<file path="src/rtl/logsum_pkg.sv">
// Shared constants and the correction table of the max-star combiner.
// Assumes the gap fed to corr_lut fits in LUT_IN_W bits (W <= 16).
package logsum_pkg;

    localparam int LUT_IN_W = 16;
    localparam int CORR_W   = 2;
    localparam logic [CORR_W-1:0] CORR_PEAK = 2'd3;

    // Gap thresholds in LSBs where the correction steps down by one.
    localparam int EDGE_HI  = 1;
    localparam int EDGE_MID = 4;
    localparam int EDGE_LO  = 8;

    // Quantised ln(1+e^-d), one LSB = 0.25 nat; reaches zero at EDGE_LO.
    function automatic logic [CORR_W-1:0] corr_lut(input logic [LUT_IN_W-1:0] d);
        if (d < LUT_IN_W'(EDGE_HI))
            return CORR_PEAK;
        else if (d < LUT_IN_W'(EDGE_MID))
            return 2'd2;
        else if (d < LUT_IN_W'(EDGE_LO))
            return 2'd1;
        else
            return 2'd0;
    endfunction

endpackage

</file>
<file path="src/rtl/logsum_stage1.sv">
// Stage one: two saturating path adds, compare, select, gap.
// Registers winner, gap and winner index when in_valid is high.
// Assumes BW <= W.
module logsum_stage1 #(
    parameter int W  = 7,
    parameter int BW = 6
) (
    input  logic         clk,
    input  logic         rst_n,
    input  logic         in_valid,
    input  logic [W-1:0] cand_a,
    input  logic [W-1:0] cand_b,
    input  logic [BW-1:0] incr_a,
    input  logic [BW-1:0] incr_b,
    output logic         s1_valid,
    output logic [W-1:0] s1_max,
    output logic [W-1:0] s1_gap,
    output logic         s1_pick_b
);

    logic [1:0][W-1:0]  cand;
    logic [1:0][BW-1:0] incr;
    logic [1:0][W-1:0]  sum;
    logic               b_wins;
    logic [W-1:0]       win_val;
    logic [W-1:0]       gap_val;

    assign cand = {cand_b, cand_a};
    assign incr = {incr_b, incr_a};

    // One saturating adder per path.
    for (genvar p = 0; p < 2; p++) begin : g_path
        logic [W:0] wide;
        // Extend candidate by its increment and clip at full scale.
        always_comb begin
            wide   = {1'b0, cand[p]} + (W+1)'(incr[p]);
            sum[p] = wide[W] ? {W{1'b1}} : wide[W-1:0];
        end
    end

    // Compare, select the larger (ties keep path a), and form the gap.
    always_comb begin
        b_wins  = sum[1] > sum[0];
        win_val = b_wins ? sum[1] : sum[0];
        gap_val = b_wins ? (sum[1] - sum[0]) : (sum[0] - sum[1]);
    end

    // Pipeline register; data loads only for accepted inputs.
    always_ff @(posedge clk) begin
        if (!rst_n) begin
            s1_valid  <= 1'b0;
            s1_max    <= '0;
            s1_gap    <= '0;
            s1_pick_b <= 1'b0;
        end else begin
            s1_valid <= in_valid;
            if (in_valid) begin
                s1_max    <= win_val;
                s1_gap    <= gap_val;
                s1_pick_b <= b_wins;
            end
        end
    end

endmodule

</file>
<file path="src/rtl/logsum_stage2.sv">
// Stage two: correction lookup from the gap and final saturating add.
// PAR_ADD=0 looks up then adds; PAR_ADD=1 forms all corrected values
// in parallel with the lookup and selects one. Assumes W <= 16.
module logsum_stage2
    import logsum_pkg::*;
#(
    parameter int W       = 7,
    parameter int PAR_ADD = 0
) (
    input  logic         clk,
    input  logic         rst_n,
    input  logic         s1_valid,
    input  logic [W-1:0] s1_max,
    input  logic [W-1:0] s1_gap,
    input  logic         s1_pick_b,
    output logic         out_valid,
    output logic [W-1:0] out_metric,
    output logic         out_pick_b
);

    localparam int NCAND = int'(CORR_PEAK) + 1;

    logic [CORR_W-1:0] corr;
    logic [W-1:0]      result;

    // Correction lookup from the registered gap.
    always_comb corr = corr_lut(LUT_IN_W'(s1_gap));

    if (PAR_ADD == 0) begin : g_serial
        logic [W:0] wide;
        // Add the looked-up correction and clip at full scale.
        always_comb begin
            wide   = {1'b0, s1_max} + (W+1)'(corr);
            result = wide[W] ? {W{1'b1}} : wide[W-1:0];
        end
    end else begin : g_parallel
        logic [NCAND-1:0][W-1:0] pre;
        for (genvar k = 0; k < NCAND; k++) begin : g_cand
            logic [W:0] wide;
            // Precompute winner plus k, clipped, independent of the lookup.
            always_comb begin
                wide   = {1'b0, s1_max} + (W+1)'(k);
                pre[k] = wide[W] ? {W{1'b1}} : wide[W-1:0];
            end
        end
        // Lookup result picks one precomputed sum.
        always_comb result = pre[corr];
    end

    // Output register; holds its value during idle cycles.
    always_ff @(posedge clk) begin
        if (!rst_n) begin
            out_valid  <= 1'b0;
            out_metric <= '0;
            out_pick_b <= 1'b0;
        end else begin
            out_valid <= s1_valid;
            if (s1_valid) begin
                out_metric <= result;
                out_pick_b <= s1_pick_b;
            end
        end
    end

endmodule

</file>
<file path="src/rtl/logsum_pipe.sv">
// Two-stage max-star combiner: max(a+ia, b+ib) + f(|gap|), latency two.
// Assumes BW <= W <= 16; downstream logic normalises metrics.
module logsum_pipe #(
    parameter int W       = 7,
    parameter int BW      = 6,
    parameter int PAR_ADD = 0
) (
    input  logic          clk,
    input  logic          rst_n,
    input  logic          in_valid,
    input  logic [W-1:0]  cand_a,
    input  logic [W-1:0]  cand_b,
    input  logic [BW-1:0] incr_a,
    input  logic [BW-1:0] incr_b,
    output logic          out_valid,
    output logic [W-1:0]  out_metric,
    output logic          out_pick_b
);

    logic         s1_valid;
    logic [W-1:0] s1_max;
    logic [W-1:0] s1_gap;
    logic         s1_pick_b;

    logsum_stage1 #(.W(W), .BW(BW)) u_s1 (
        .clk       (clk),
        .rst_n     (rst_n),
        .in_valid  (in_valid),
        .cand_a    (cand_a),
        .cand_b    (cand_b),
        .incr_a    (incr_a),
        .incr_b    (incr_b),
        .s1_valid  (s1_valid),
        .s1_max    (s1_max),
        .s1_gap    (s1_gap),
        .s1_pick_b (s1_pick_b)
    );

    logsum_stage2 #(.W(W), .PAR_ADD(PAR_ADD)) u_s2 (
        .clk        (clk),
        .rst_n      (rst_n),
        .s1_valid   (s1_valid),
        .s1_max     (s1_max),
        .s1_gap     (s1_gap),
        .s1_pick_b  (s1_pick_b),
        .out_valid  (out_valid),
        .out_metric (out_metric),
        .out_pick_b (out_pick_b)
    );

endmodule

</file>
<file path="config.mk">
export PLATFORM = sky130hd
export DESIGN_NAME = logsum_pipe
export DESIGN_NICKNAME = d
export VERILOG_FILES = /design/src/rtl/logsum_pkg.sv /design/src/rtl/logsum_stage1.sv /design/src/rtl/logsum_stage2.sv /design/src/rtl/logsum_pipe.sv
export SDC_FILE = /design/constraint.sdc
export NUM_CORES = 1
export LEC_CHECK = 0
export BUFFER_PORTS_ARGS = -buffer_cell sky130_fd_sc_hd__buf_2
export CAP_MARGIN = 20
export CORE_MARGIN = 1.5
export CORE_UTILIZATION = 60
export DETAILED_ROUTE_END_ITERATION = 8
export PLACE_DENSITY = 0.84
export SLEW_MARGIN = 20
export SYNTH_ARGS = -nofsm -noshare
export SYNTH_HDL_FRONTEND = slang
export SYNTH_SLANG_ARGS = --single-unit
</file>
<file path="constraint.sdc">
create_clock -name clk -period 5.6 [get_ports clk]
set_input_delay 0.56 -clock clk [delete_from_list [all_inputs] [get_ports clk]]
set_output_delay 0.56 -clock clk [all_outputs]
set_load 0.01 [all_outputs]
</file>
==> tab_implementation.tex, run 1 <==
\begin{tabular}{lr}
\hline
Metric & Value \\
\hline
\multicolumn{2}{l}{\textbf{Clock network}} \\
Number of buffers on the longest clock path & 2 \\
Quantity of gates resized following cts & 0 \\
Library cell used as clock root buffer & sky130\_fd\_sc\_hd\_\_clkbuf\_8 \\
\# clock sinks & 25 \\
Num CTS Buffers & 3 \\
Clock transition at the registers of the reported paths & 0.09 ns \\
Later-pin clock latency in the skew report & 0.27 ns \\
H-tree lvl count & 1 \\
Buffers inserted during post-CTS setup optimization & 0 \\
CTS tree & yes \\
Hold-fix buffers at CTS & 0 \\
\multicolumn{2}{l}{\textbf{Routing}} \\
DRT Wirelength & 4.89 mm \\
DR WL met2 & 2.34 mm \\
Met3 routed WL & 229 um \\
Via count of the routed design & 2,163 \\
Vias per Instance & 5.77 \\
Remaining design rule violation count & 0 \\
WL met1 & 2.25 mm \\
First DRT Iteration DRCs & 115 \\
Uppermost layer routed & met4 \\
WL/cell & 13.0 um \\
Initial DRT Pass Iterations & 4 \\
Routed Antenna Nets & 0 \\
\multicolumn{2}{l}{\textbf{Timing}} \\
Final worst-path cycle share & 69.4\% \\
Setup violators final & 0 \\
Fin Clk Skew & 0.0101 ns \\
Fin crit period & 3.88 ns \\
Transition time at the pin with the least slew margin & 0.813 ns \\
Final hold violation count & 0 \\
Setup total negative slack & 0 ns \\
Setup repair after global routing missed its margin & false \\
Fmax & 0.257 GHz \\
Max transition margin & 45.8\% \\
Number of pins with negative max-slew slack in the final report & 0 \\
\multicolumn{2}{l}{\textbf{Power}} \\
Leak pwr & 1.23 nW \\
VDD IR max & 121 uV \\
Power per standard cell area & 276 mW/mm2 \\
\multicolumn{2}{l}{\textbf{Setup path}} \\
CP Cell Sequence & buf\_2, ha\_1, inv\_1, fa\_1, nor2b\_1, o21a\_1, o21ai\_2, or4\_4, a21oi\_2, ha\_1, a21oi\_1, a21oi\_1, a21oi\_1, nand2\_1, o221ai\_1 \\
CP peak stage delay & 0.65 ns \\
Arrival @ worst endpoint & 4.05 ns \\
Highest-delay cell along the critical path & sky130\_fd\_sc\_hd\_\_a21oi\_1 \\
Endpoint class of the critical path & flop \\
Maximum fanout encountered on the critical timing path & 11 \\
Worst setup path class & in -> reg \\
Kind of start point of the critical path & input port \\
Required time reported for the critical path endpoint & 5.77 ns \\
Dominant cell type by count on the critical path & sky130\_fd\_sc\_hd\_\_a21oi\_1 \\
\multicolumn{2}{l}{\textbf{Status}} \\
Run status & completed \\
\multicolumn{2}{l}{\textbf{Global routing}} \\
Initial antenna violation count & 0 \\
Gr usage total & 24.8\% \\
Vias in the first global route & 2,009 \\
Wire length of the first global-routing pass & 8.60 mm \\
Maximum number of pins on one net before global-route repair & 33 \\
Gr ovfl total & 0 \\
\multicolumn{2}{l}{\textbf{Synth}} \\
Ys Warns & 0 \\
Count of state elements after synthesis & 25 \\
EDFF count, synth & 0 \\
Cell variety after synth & 48 \\
Synth Net Count & 358 \\
Post-Synthesis Cells & 297 \\
Async set or reset register ratio after synthesis & 0\% \\
Sequential fraction of the synthesis area & 21.5\% \\
Netlist area before placement & 0.00233 mm2 \\
Most frequently used flop master after synthesis & sky130\_fd\_sc\_hd\_\_dfxtp\_1 \\
Avg Synthesized Cell Area & 7.84 um2 \\
\multicolumn{2}{l}{\textbf{Min path}} \\
Type of the tightest min-delay check & reg -> reg \\
\multicolumn{2}{l}{\textbf{Placement}} \\
Placed wire-length estimate & 4.01 mm \\
I/O Buffers & 37 \\
Placed Area & 0.00251 mm2 \\
Gp weighted congestion & 0.881 \\
\multicolumn{2}{l}{\textbf{Finish}} \\
Area of all placed cells without fillers & 0.00256 mm2 \\
Number of antenna cells inserted & 0 \\
Share of post-route cells with drive strength above 1 & 18.0\% \\
Synth-to-layout area growth & 9.94\% \\
Nets@finish & 389 \\
\multicolumn{2}{l}{\textbf{Floorplanning}} \\
Height of the chip & 65.3 um \\
IO Pins & 38 \\
Area of the core & 0.00369 mm2 \\
Floorplan row count & 22 \\
Effective utilization at floorplan & 63.1\% \\
Die X & 65.3 um \\
Floorplan die area & 0.00426 mm2 \\
\multicolumn{2}{l}{\textbf{Flow run}} \\
Number of maximum-capacitance violations & 0 \\
\hline
\end{tabular}
cells in the final DEF, fill, tap and decap left out, types with 2 or more instances in the layout:
| master | netlist | layout |
|---|---|---|
| sky130_fd_sc_hd__or3b_2 | 2 | 2 |
| sky130_fd_sc_hd__buf_2 | 3 | 37 |
| sky130_fd_sc_hd__o221ai_1 | 3 | 3 |
| sky130_fd_sc_hd__nor3_1 | 8 | 8 |
| sky130_fd_sc_hd__a21o_1 | 7 | 7 |
| sky130_fd_sc_hd__nand2b_1 | 4 | 4 |
| sky130_fd_sc_hd__inv_1 | 27 | 27 |
| sky130_fd_sc_hd__clkbuf_8 | 0 | 3 |
| sky130_fd_sc_hd__a211oi_2 | 2 | 2 |
| sky130_fd_sc_hd__ha_1 | 27 | 27 |
| sky130_fd_sc_hd__o21a_1 | 3 | 3 |
| sky130_fd_sc_hd__xor2_1 | 5 | 5 |
| sky130_fd_sc_hd__a21oi_2 | 3 | 3 |
| sky130_fd_sc_hd__mux2i_1 | 3 | 3 |
| sky130_fd_sc_hd__o31ai_1 | 3 | 3 |
| sky130_fd_sc_hd__o211a_1 | 3 | 3 |
| sky130_fd_sc_hd__nand3b_1 | 11 | 11 |
| sky130_fd_sc_hd__nor2_1 | 19 | 19 |
| sky130_fd_sc_hd__o21ai_0 | 16 | 16 |
| sky130_fd_sc_hd__o21ai_2 | 2 | 2 |
| sky130_fd_sc_hd__a21oi_1 | 27 | 27 |
| sky130_fd_sc_hd__o21bai_1 | 2 | 2 |
| sky130_fd_sc_hd__dfxtp_1 | 25 | 25 |
| sky130_fd_sc_hd__nand2_1 | 25 | 25 |
| sky130_fd_sc_hd__fa_1 | 5 | 5 |
| sky130_fd_sc_hd__nand3_1 | 14 | 14 |
| sky130_fd_sc_hd__a31oi_1 | 5 | 5 |
| sky130_fd_sc_hd__nor4_1 | 3 | 3 |
| sky130_fd_sc_hd__or2_2 | 3 | 3 |
| sky130_fd_sc_hd__nor2b_1 | 9 | 9 |
| sky130_fd_sc_hd__xnor2_1 | 5 | 5 |
cells in the mapped netlist (all sizes together), types with 3 or more instances:
cell / number / area [um2]
nand3b: 11 / 82.6
o21a: 3 / 22.5
inv: 27 / 101
ha: 27 / 338
o221ai: 3 / 26.3
a31oi: 5 / 31.3
nand2: 26 / 100
nor4: 3 / 18.8
o211a: 3 / 30.0
nand3: 14 / 70.1
nand2b: 4 / 25.0
mux2i: 3 / 30.0
o21ai: 18 / 97.6
nor2: 19 / 71.3
a21o: 7 / 52.6
nor3: 8 / 40.0
xor2: 5 / 43.8
or2: 3 / 18.8
buf: 6 / 41.3
o31ai: 3 / 22.5
nor2b: 9 / 56.3
a21oi: 30 / 161
dfxtp: 25 / 500
clkbuf: 5 / 18.8
xnor2: 5 / 43.8
fa: 5 / 100
report_power, final:
part	leakage, nW	internal (mW)	switching, mW	total (mW)
Combinational	0.993	0.156	0.220	0.376
Clock	0.0255	0.0497	0.0570	0.107
Sequential	0.207	0.205	0.0197	0.225
Total	1.23	0.411	0.296	0.707
final timing paths:
check / slack (ns) / depth (start not counted) / to / start
worst min register to register: 0.47 / 2 / u_s2.out_metric[5]$_SDFFE_PN0P_ / u_s2.out_metric[5]$_SDFFE_PN0P_
worst max-delay path: 1.72 / 15 / u_s1.s1_max[3]$_SDFFE_PN0P_ / cand_a[0]
worst max register to register: 3.19 / 8 / u_s2.out_metric[4]$_SDFFE_PN0P_ / u_s1.s1_gap[6]$_SDFFE_PN0P_
worst min-delay path: 0.47 / 2 / u_s2.out_metric[5]$_SDFFE_PN0P_ / u_s2.out_metric[5]$_SDFFE_PN0P_
state kept, by name, summed over array words and instances, names as in the netlist:
signal           flops
u_s1.s1_gap          7
u_s1.s1_max          7
u_s2.out_metric      7
u_s1.s1_pick_b       1
u_s1.s1_valid        1
u_s2.out_pick_b      1
u_s2.out_valid       1
per-layer routing:
metal  vias up  GRT usage [%]
met2        67           42.5
met1       976           33.1
met3         8           2.40
met5         -              0
li1       1112              -
met4         0           7.29
per-stage QoR:
| stage | worst slack (ns) | hold WS [ns] | cells | total power [mW] | util [%] |
|---|---|---|---|---|---|
| floorplan | 2.24 | 0.455 | 297 | 0.526 | - |
| global placement | 1.63 | 0.451 | 371 | 0.588 | 68.1 |
| global route | 1.39 | 0.496 | 375 | 0.768 | 69.4 |
| finish | 1.72 | 0.474 | 375 | 0.707 | 69.4 |
| detailed placement | 1.53 | 0.464 | 371 | 0.598 | 68.1 |
| CTS | 1.80 | 0.477 | 375 | 0.703 | 69.4 |
kinds of logic after synthesis:
group                    count (synthesis)  share of synthesized area (%)
adder cells (fa/ha/maj)                 32                           18.8
AO/OA/AOI/OAI                           81                           23.1
multiplexers                             3                           1.29
buffers and inverters                   38                           6.93
flip-flops                              25                           21.5
AND/OR/NAND/NOR                        108                           24.7
XOR/XNOR                                10                           3.76
cell type report:
| class | count | area, um2 |
|---|---|---|
| clock buffer | 3 | 41.3 |
| sequential | 25 | 500 |
| timing repair buffer | 37 | 185 |
| tap | 48 | 60.1 |
| inverter | 27 | 101 |
| fill | 338 | 1130 |
| clock inverter | 1 | 5.00 |
| multi-input combinational | 234 | 1670 |
worst max-delay path, delay by kind of cell:
kind,cells,cell delay [ns]
buffers and inverters,2,0.13
AND/OR/NAND/NOR,3,0.72
AO/OA/AOI/OAI,7,1.78
adder cells (fa/ha/maj),3,0.87
Power figures use the tool's default switching activity.
==> run 2, diff against run 1 <==
--- a/config.mk
+++ b/config.mk
@@ -8,9 +8,9 @@
 export BUFFER_PORTS_ARGS = -buffer_cell sky130_fd_sc_hd__buf_2
 export CAP_MARGIN = 20
 export CORE_MARGIN = 1.5
-export CORE_UTILIZATION = 60
+export CORE_UTILIZATION = 57
 export DETAILED_ROUTE_END_ITERATION = 8
-export PLACE_DENSITY = 0.84
+export PLACE_DENSITY = 0.8
 export SLEW_MARGIN = 20
 export SYNTH_ARGS = -nofsm -noshare
 export SYNTH_HDL_FRONTEND = slang
==> constraint.sdc (replaced) <==
create_clock -name clk -period 4.07 [get_ports clk]
set_input_delay 0.407 -clock clk [delete_from_list [all_inputs] [get_ports clk]]
set_output_delay 0.407 -clock clk [all_outputs]
set_load 0.01 [all_outputs]
==> run 2 against run 1 <==
Compared with the run above:
- design area rose by 0.34%
- combinational power rose by 38%
- clock skew is 0.0056 ns lower
- clock power increased by 36%
- flip-flop and latch count unchanged
- largest cell class unchanged
- core utilization shrank 4.7 points
- power increased by 38%
- cell count grew 0.80%
==> tab_implementation.tex, run 2 (synthesis results as in run 1) <==
\begin{tabular}{lr}
\hline
Metric & Value \\
\hline
\multicolumn{2}{l}{\textbf{Timing}} \\
Number of pins with negative max-slew slack in the final report & 0 \\
Fmax & 0.281 GHz \\
Worst hold slack after final layout & 0.474 ns \\
Setup total negative slack & 0 ns \\
Final setup margin & 0.509 ns \\
Fin crit period & 3.56 ns \\
Final hold violation count & 0 \\
Final worst-path cycle share & 87.5\% \\
Setup repair after global routing missed its margin & false \\
Max transition margin & 66.1\% \\
Fin Clk Skew & 0.00449 ns \\
Setup violators final & 0 \\
Transition time at the pin with the least slew margin & 0.507 ns \\
\multicolumn{2}{l}{\textbf{Status}} \\
Run status & completed \\
\multicolumn{2}{l}{\textbf{Power}} \\
Register share of total power & 31.8\% \\
Leak pwr & 1.23 nW \\
Total design power & 973 uW \\
VDD IR max & 154 uV \\
P\_int & 572 uW \\
P\_sw & 401 uW \\
Power per standard cell area & 379 mW/mm2 \\
Net switching fraction of the power & 41.2\% \\
Part of the total power dissipated in combinational logic & 53.3\% \\
Relative contribution of the clock network to total power & 14.9\% \\
\multicolumn{2}{l}{\textbf{Flow run}} \\
Number of maximum-capacitance violations & 0 \\
\multicolumn{2}{l}{\textbf{Global routing}} \\
Wire length of the first global-routing pass & 7.96 mm \\
Gr ovfl total & 0 \\
Initial antenna violation count & 0 \\
Vias in the first global route & 1,934 \\
Maximum number of pins on one net before global-route repair & 33 \\
Gr usage total & 22.8\% \\
\multicolumn{2}{l}{\textbf{Setup path}} \\
Kind of start point of the critical path & input port \\
Source of the worst register-to-register timing path & u\_s1.s1\_gap[6]\$\_SDFFE\_PN0P\_ \\
Worst setup path class & in -> reg \\
Required time reported for the critical path endpoint & 4.25 ns \\
Maximum fanout encountered on the critical timing path & 11 \\
Arrival @ worst endpoint & 3.74 ns \\
Endpoint class of the critical path & flop \\
Crit path launch & cand\_b[0] \\
\multicolumn{2}{l}{\textbf{Clock network}} \\
Number of buffers on the longest clock path & 2 \\
Library cell used as clock root buffer & sky130\_fd\_sc\_hd\_\_clkbuf\_8 \\
Buffers inserted during post-CTS setup optimization & 0 \\
Clock transition at the registers of the reported paths & 0.08 ns \\
Num CTS Buffers & 3 \\
CTS tree & yes \\
Hold-fix buffers at CTS & 0 \\
Quantity of gates resized following cts & 0 \\
\# clock sinks & 25 \\
Later-pin clock latency in the skew report & 0.27 ns \\
H-tree lvl count & 1 \\
\multicolumn{2}{l}{\textbf{Routing}} \\
Met3 routed WL & 152 um \\
Remaining design rule violation count & 0 \\
First DRT Iteration DRCs & 111 \\
DRT Wirelength & 4.83 mm \\
Via count of the routed design & 2,123 \\
Vias per Instance & 5.62 \\
WL met1 & 2.29 mm \\
Routed Antenna Nets & 0 \\
Initial DRT Pass Iterations & 4 \\
Uppermost layer routed & met4 \\
DR WL met2 & 2.32 mm \\
WL/cell & 12.8 um \\
\multicolumn{2}{l}{\textbf{Finish}} \\
Final Core Density & 64.7\% \\
Number of antenna cells inserted & 0 \\
Area of all placed cells without fillers & 0.00257 mm2 \\
Commonest non-fill, non-tap cell in the layout & sky130\_fd\_sc\_hd\_\_buf\_2 \\
Most frequent cells in the layout & sky130\_fd\_sc\_hd\_\_buf\_2 (37), sky130\_fd\_sc\_hd\_\_a21oi\_1 (27), sky130\_fd\_sc\_hd\_\_inv\_1 (27), sky130\_fd\_sc\_hd\_\_ha\_1 (27) \\
Register Area & 500 um2 \\
Nets@finish & 390 \\
Non-filler instance count after layout & 378 \\
Total area of multi-input combinational cells & 0.00167 mm2 \\
Filler Cells Inserted & 352 \\
Share of post-route cells with drive strength above 1 & 18.0\% \\
Top flop regs & u\_s1.s1\_gap: 7 flops, u\_s1.s1\_max: 7 flops, u\_s2.out\_metric: 7 flops \\
Synth-to-layout area growth & 10.3\% \\
\multicolumn{2}{l}{\textbf{Floorplanning}} \\
IO Pins & 38 \\
Die X & 66.9 um \\
Effective utilization at floorplan & 58.6\% \\
Area of the core & 0.00397 mm2 \\
Floorplan die area & 0.00448 mm2 \\
Floorplan row count & 23 \\
Height of the chip & 66.9 um \\
\multicolumn{2}{l}{\textbf{Placement}} \\
Placed wire-length estimate & 3.93 mm \\
DP Cell Count & 374 \\
I/O Buffers & 37 \\
Placed Area & 0.00252 mm2 \\
Worst slack, placed & 0.279 ns \\
Gp weighted congestion & 0.895 \\
\multicolumn{2}{l}{\textbf{Min path}} \\
Min-Delay Startpoint & u\_s2.out\_metric[5]\$\_SDFFE\_PN0P\_ \\
Type of the tightest min-delay check & reg -> reg \\
\hline
\end{tabular}
==> run 2: power by group through the flow <==
stage               Clock [mW]  Combinational [mW]  Sequential (mW)
floorplan                    0               0.412            0.311
global placement             0               0.505            0.313
detailed placement           0               0.512            0.315
CTS                      0.147               0.516            0.309
global route             0.155               0.580            0.314
finish                   0.145               0.519            0.309
==> run 2: per-layer routing <==
metal / global-route usage (%) / vias up
met1: 27.6 / 967
met5: 0 / -
met3: 1.52 / 7
li1: - / 1106
met4: 7.14 / 0
met2: 42.3 / 43
==> run 2: worst paths after layout <==
path              depth (start not counted)  slack (ns)                              end
setup / recovery                         14        0.51      u_s1.s1_max[2]$_SDFFE_PN0P_
hold / removal                            2        0.47  u_s2.out_metric[5]$_SDFFE_PN0P_
setup reg to reg                          8        1.71  u_s2.out_metric[6]$_SDFFE_PN0P_
hold reg to reg                           2        0.47  u_s2.out_metric[5]$_SDFFE_PN0P_
==> run 2: layout make-up <==
cell class / instances / share of cell area, %
Multi-Input combinational cell: 234 / 64.9
Clock buffer: 4 / 1.75
Inverter: 27 / 3.95
Sequential cell: 25 / 19.5
Timing Repair Buffer: 38 / 7.50
Tap cell: 50 / 2.44
==> run 2: critical path: stages <==
cell and delay [ns]:
sky130_fd_sc_hd__buf_2 0.08, sky130_fd_sc_hd__ha_1 0.17, sky130_fd_sc_hd__inv_1 0.06, sky130_fd_sc_hd__fa_1 0.40, sky130_fd_sc_hd__nor2b_1 0.17, sky130_fd_sc_hd__o31ai_1 0.12, sky130_fd_sc_hd__or4_1 0.42, sky130_fd_sc_hd__a21o_1 0.24
sky130_fd_sc_hd__ha_1 0.40, sky130_fd_sc_hd__and4_1 0.25, sky130_fd_sc_hd__a21oi_1 0.24, sky130_fd_sc_hd__a21o_1 0.40, sky130_fd_sc_hd__nor3_1 0.14, sky130_fd_sc_hd__o31ai_1 0.26
